**src/rtl/cfg_column_tmr.sv**
```systemverilog
module cfg_column_tmr #(
  parameter int NUM_PIXELS = 32,
  parameter int PIXEL_BITS = 8,
  localparam int TOTAL_BITS = NUM_PIXELS * PIXEL_BITS,
  localparam int IDX_W = (TOTAL_BITS > 1) ? $clog2(TOTAL_BITS) : 1
) (
  input  logic                  clk,
  input  logic                  rst,
  input  logic                  shift_en,
  input  logic                  ser_in,
  output logic                  ser_out,
  input  logic                  load,
  input  logic                  readback,
  input  logic                  upset_en,
  input  logic [1:0]            upset_copy,
  input  logic [IDX_W-1:0]      upset_idx,
  output logic [TOTAL_BITS-1:0] cfg_out,
  output logic                  err_pulse
);

  logic [TOTAL_BITS-1:0] chain;
  logic [TOTAL_BITS-1:0] copy_a, copy_b, copy_c;
  logic [TOTAL_BITS-1:0] voted, base, hit;
  logic                  mismatch;

  assign voted    = (copy_a & copy_b) | (copy_a & copy_c) | (copy_b & copy_c);
  assign mismatch = |((copy_a ^ copy_b) | (copy_a ^ copy_c));
  assign base     = load ? chain : voted;
  assign hit      = {{(TOTAL_BITS-1){1'b0}}, upset_en} << upset_idx;
  assign cfg_out  = voted;
  assign ser_out  = chain[TOTAL_BITS-1];

  always_ff @(posedge clk) begin
    if (rst) begin
      copy_a    <= '0;
      copy_b    <= '0;
      copy_c    <= '0;
      chain     <= '0;
      err_pulse <= 1'b0;
    end else begin
      copy_a    <= base ^ ((upset_copy == 2'd0) ? hit : '0);
      copy_b    <= base ^ ((upset_copy == 2'd1) ? hit : '0);
      copy_c    <= base ^ ((upset_copy == 2'd2) ? hit : '0);
      err_pulse <= mismatch;
      if (readback)
        chain <= voted;
      else if (shift_en)
        chain <= {chain[TOTAL_BITS-2:0], ser_in};
    end
  end

  AST_RESET_CLEARS: assert property (@(posedge clk) rst |=> (cfg_out == '0 && !ser_out && !err_pulse));
  AST_SHIFT_STEP: assert property (@(posedge clk) disable iff (rst) (shift_en && !readback) |=> ser_out == $past(chain[TOTAL_BITS-2]));
  AST_SHIFT_HOLD: assert property (@(posedge clk) disable iff (rst) (!shift_en && !readback) |=> $stable(chain));
  AST_LOAD_COPIES: assert property (@(posedge clk) disable iff (rst) load |=> cfg_out == $past(chain));
  AST_CFG_STABLE: assert property (@(posedge clk) disable iff (rst) !load |=> $stable(cfg_out));
  AST_READBACK_FILL: assert property (@(posedge clk) disable iff (rst) readback |=> chain == $past(cfg_out));
  AST_SCRUB_REPAIRS: assert property (@(posedge clk) disable iff (rst) !upset_en |=> !mismatch);
  AST_ERR_CAUSED: assert property (@(posedge clk) disable iff (rst) err_pulse |-> $past(upset_en, 2));

endmodule

```
**config.mk**
```make
export PLATFORM = sky130hd
export DESIGN_NAME = cfg_column_tmr
export DESIGN_NICKNAME = d
export VERILOG_FILES = /design/src/rtl/cfg_column_tmr.sv
export SDC_FILE = /design/constraint.sdc
export NUM_CORES = 2
export LEC_CHECK = 0
export CAP_MARGIN = 40
export CORE_MARGIN = 2
export CORE_UTILIZATION = 45
export CTS_BUF_LIST = sky130_fd_sc_hd__clkbuf_2 sky130_fd_sc_hd__clkbuf_4 sky130_fd_sc_hd__clkbuf_8
export DETAILED_ROUTE_END_ITERATION = 6
export DONT_BUFFER_PORTS = 1
export HOLD_SLACK_MARGIN = 0.12
export PLACE_DENSITY_LB_ADDON = 0.1
export SYNTH_ARGS = -nofsm -noshare
export SYNTH_HDL_FRONTEND = slang
export SYNTH_SLANG_ARGS = --single-unit
```
**constraint.sdc**
```tcl
create_clock -name clk -period 5.1 [get_ports clk]
set_clock_uncertainty 0.2 [all_clocks]
set_input_delay 1.02 -clock clk [delete_from_list [all_inputs] [get_ports clk]]
set_output_delay 1.02 -clock clk [all_outputs]
set_load 0.05 [all_outputs]
```
### After elaboration in Yosys (flattened, before gate mapping)

Cells that the tools add are included.
Widths: inputs -> output; s select.

* bits in registers: 1025
* logic and storage cells: 28
* output and inout bits: 258
* input port bits: 17

* equal/unequal tests: 2
* reductions and logical operators: 3
* muxes and demuxes: 6
* shift-type cells: 1
* bitwise logic cells: 11

Operators by type and width (count)
* $mux 256: 6
* $xor 256x256->256: 5
* $and 256x256->256: 3
* $or 256x256->256: 3
* $reduce_or 256->1: 1
* $shl 1x8->256: 1
* $eq 2x1->1 const B: 1
* $eq 2x2->1 const B: 1
* $logic_not 2->1: 1
* $reduce_bool 2->1: 1

### Longest topological paths before layout

* depth after elaboration: 5
* mapped depth: 8
* mapped depth without buffers: 6

### Worst setup path after synthesis

OpenSTA, ideal clock, no wires.

* path type: input port to flip-flop
* start point: input port load
* end point: register copy_a[103]
* buffers on the path: 3
* required time: 4772 ps
* data arrival time: 2360 ps
* setup time: 128 ps
* cell stages on the path: 6
* path slack: 2413 ps
* cell sequence: clkbuf_1 buf_2 clkbuf_1 mux2i_1 xnor2_1 nor2_1

* longest elaborated chain between the ends: 2

RTL lines
* start, declared: RTL line 12 `input logic load,`
* $mux 256: RTL line 28 `assign base = load ? chain : voted;`
* $xor 256x256->256: RTL line 41 `copy_a <= base ^ ((upset_copy == 2'd0) ? hit : '0);`
* end signal, assigned: RTL line 41
* end, declared: RTL line 22 `logic [TOTAL_BITS-1:0] copy_a, copy_b, copy_c;`

No other way between the ends.
A chain may end at the register's enable or synchronous reset.

### Worst setup path in the final report

* start point: input port rst
* end point: register copy_c[149]

RTL lines
* start, declared: RTL line 8 `input logic rst,`
* end signal, assigned: RTL line 43 `copy_c <= base ^ ((upset_copy == 2'd2) ? hit : '0);`
* end, declared: RTL line 22

No word-level cell between the ends.

==> metrics <==
status complete, but fails checks; failing checks slew limit; initial antenna violation count 6; post-route ant nets 0; Sw Pwr 3.854 mW; CTS tree done; syn avg cell area 8.770 um2; Crit path arrival time 4.38 ns; dominant synthesized flop cell dfxtp_1; Seq pwr share 48.6%; Final Hold Viols 0; switching share of total power 23.36%; hold_ws 0.2043 ns; DR pass1 iterations 5; final setup fails 0; std cell rows 127; Via density 5.419; sequential-to-total area share from yosys stat 37.99%; Yosys Warn Count 0; largest net degree at the start of global routing 779; Setup TNS Final 0 ns; core area 119500 um2; clock tree buffer depth 3; first-pass GRT wire length 261400 um; die span in y 350.5 um; Slew Viols, Final 635; share of layout cells above drive strength 1 7.336%; mapped cell area 54010 um2; Area contributors post-synth dfxtp_1, ha_1, nor2_1; Post-synth top cells nor2_1, dfxtp_1, nand2_1; Vias 42.57k; CP Depth 1; Comb pwr share 2.5%; CTS buffer count 182; overall power 16.50 mW; pwr dens 277.7 nW/um2; GPL Wtd Cong 0.8644; die width 350.5 um; Syn-to-layout area delta 9.993%; crit start category primary input; vias in the first global route 40.33k; IO Count 275; Internal 12.64 mW; Min-Delay Path Class in2reg; RSZ-0062 raised after global routing false; max incr delay on CP 1.10 ns; WL final 178700 um; crit-path max FO 772; Worst-Margin Slew 4.876 ns; Reg2Reg Capture Point err_pulse; Tot GR Track Use 28.57%; Lkg Pwr 28.12 nW; Max Clk Rate 0.2587 GHz; Cells after DPL 7520; post-synth top area share 37.99%; biggest area consumer among synthesized cells dfxtp_1; detailed placer's ending HPWL 122200 um; CP Cell Sequence a21oi_1; Clk pin slew, worst setup/hold paths 0.06 ns; Buf+Inv Stages, Crit Path 0; Nets 6638; Initial Utilization 45.20%; max_cap viols 0; CP top delay family compound AO/OA/AOI/OAI gates; most common cell in the netlist nor2_1; clock power share 48.9%; Root Buffer clkbuf_8; hold endpoint copy_c[197]; Netlist cell types 45; # clock sinks 1025; synthesis-stage register bit count 1025; Worst-Skew Late Latency 0.91 ns; Post-CTS Setup Inserts 0; CP required 5.62 ns; RR Startpoint copy_a[42]; syn_nets 6688; post-CTS resize count 0; fin crit share 75.79%; Async SR Flop Fraction 0%; CTS H-tree depth 4; Post-synth EDFFs 0; Worst setup EP type flip-flop; fin cells 7856; R2R cell count 6; wire per inst 22.75 um; CP Class in2reg; I/O Buffers 0; Cells after Synth 6159; die footprint 122800 um2; post-route DRC violation count 0; hold-critical path depth 1; Period minus WS final 3.865 ns; Slew headroom -225.0%; hold path start rst; r2r setup slk 2.07 ns; Crit-path slowest cell a21oi_1; Peak VDD IR 0.0002586 V; Overflow after GRT 0; Detailed Route Iter0 Violations 3120
## routing by layer
layer | track usage [%] | routed length (um) | vias up
li1 | - | - | 20579
met1 | 37.86 | 79890 | 20478
met2 | 44.79 | 78470 | 1252
met3 | 8.499 | 15630 | 258
met4 | 8.303 | 4732 | 2
met5 | 0 | 13 | -
## how the worst max path moves through the flow
| stage | startpoint | slack [ns] | to |
|---|---|---|---|
| after floorplan | load | 2.41 | copy_a[103] |
| after global placement | upset_copy[1] | 1.65 | copy_a[177] |
| after detailed placement | upset_copy[1] | 1.76 | copy_b[146] |
| after CTS | copy_a[130] | 1.78 | cfg_out[130] |
| after global routing | copy_c[130] | 1.75 | cfg_out[130] |
| final | rst | 1.23 | copy_c[149] |
## area by class of cell
| class | count | area [um2] |
|---|---|---|
| Antenna cell | 1 | 2.502 |
| Clock buffer | 292 | 3618 |
| Clock inverter | 26 | 197.7 |
| Fill cell | 11586 | 60080 |
| Multi-Input combinational cell | 4794 | 32080 |
| Sequential cell | 1025 | 20520 |
| Tap cell | 1612 | 2017 |
| Timing Repair Buffer | 106 | 977.2 |
## registers in the layout, summed over array words and instances, names as in the netlist
name	flops
copy_a	256
err_pulse	1
copy_c	256
chain	256
copy_b	256
## placed cells by master, fill, tap and decap left out, types with 4 or more instances in the layout
master         instances
and3_1                12
buf_6                  5
or3_1                  8
nor3_2                16
nor2_2                14
a21o_1                 4
a211o_1              256
nand4_1               33
and3b_1                5
clkinv_2              12
buf_12                 4
and2_1                 8
nor2b_1                8
nor3_4                 4
nor4_1               136
buf_4                 76
clkbuf_8             228
nor2_1              1554
xnor2_1              555
a21oi_1              263
nand3_1               27
nand2_1              614
mux2i_1              512
xor2_1               207
dlygate4sd3_1         10
buf_8                  7
nand2b_1               8
clkinvlp_4             6
nand3b_1               5
nor3_1                 4
ha_1                 512
dfxtp_1             1025
clkbuf_4              64
## power groups by stage
stage,registers (mW),logic [mW],clock network (mW)
finish,8.02,0.413,8.06
global route,8.02,0.415,8.55
CTS,8.02,0.391,8.19
detailed placement,8.19,0.298,0
global placement,8.19,0.290,0
floorplan,8.19,0.463,0
## repair_timing
item / in CTS / in global routing
hold endpoints to repair: 301 / 7
endpoints found under the setup margin: 0 / 0
hold buffers: 14 / 2
## kinds of logic (layout without fill, tap and decap cells)
kind of cell             Yosys count  in the layout  synth area share, %
flip-flops                      1025           1025                37.99
other                              0              1                    0
XOR/XNOR                         762            762                12.36
AND/OR/NAND/NOR                 2483           2483                18.93
buffers and inverters            340            424                2.696
adder cells (fa/ha/maj)          512            512                11.86
AO/OA/AOI/OAI                    525            525                6.681
multiplexers                     512            512                9.488
## stage by stage
step / area (um2) / setup slack (ns) / utilization [%]
finish: 59410 / 1.235 / 49.72
floorplan: 54010 / 2.413 / -
CTS: 59370 / 1.781 / 49.69
global route: 59410 / 1.754 / 49.72
global placement: 55030 / 1.654 / 46.05
detailed placement: 55340 / 1.756 / 46.31
Note: power is estimated with default switching activity, not from simulation.
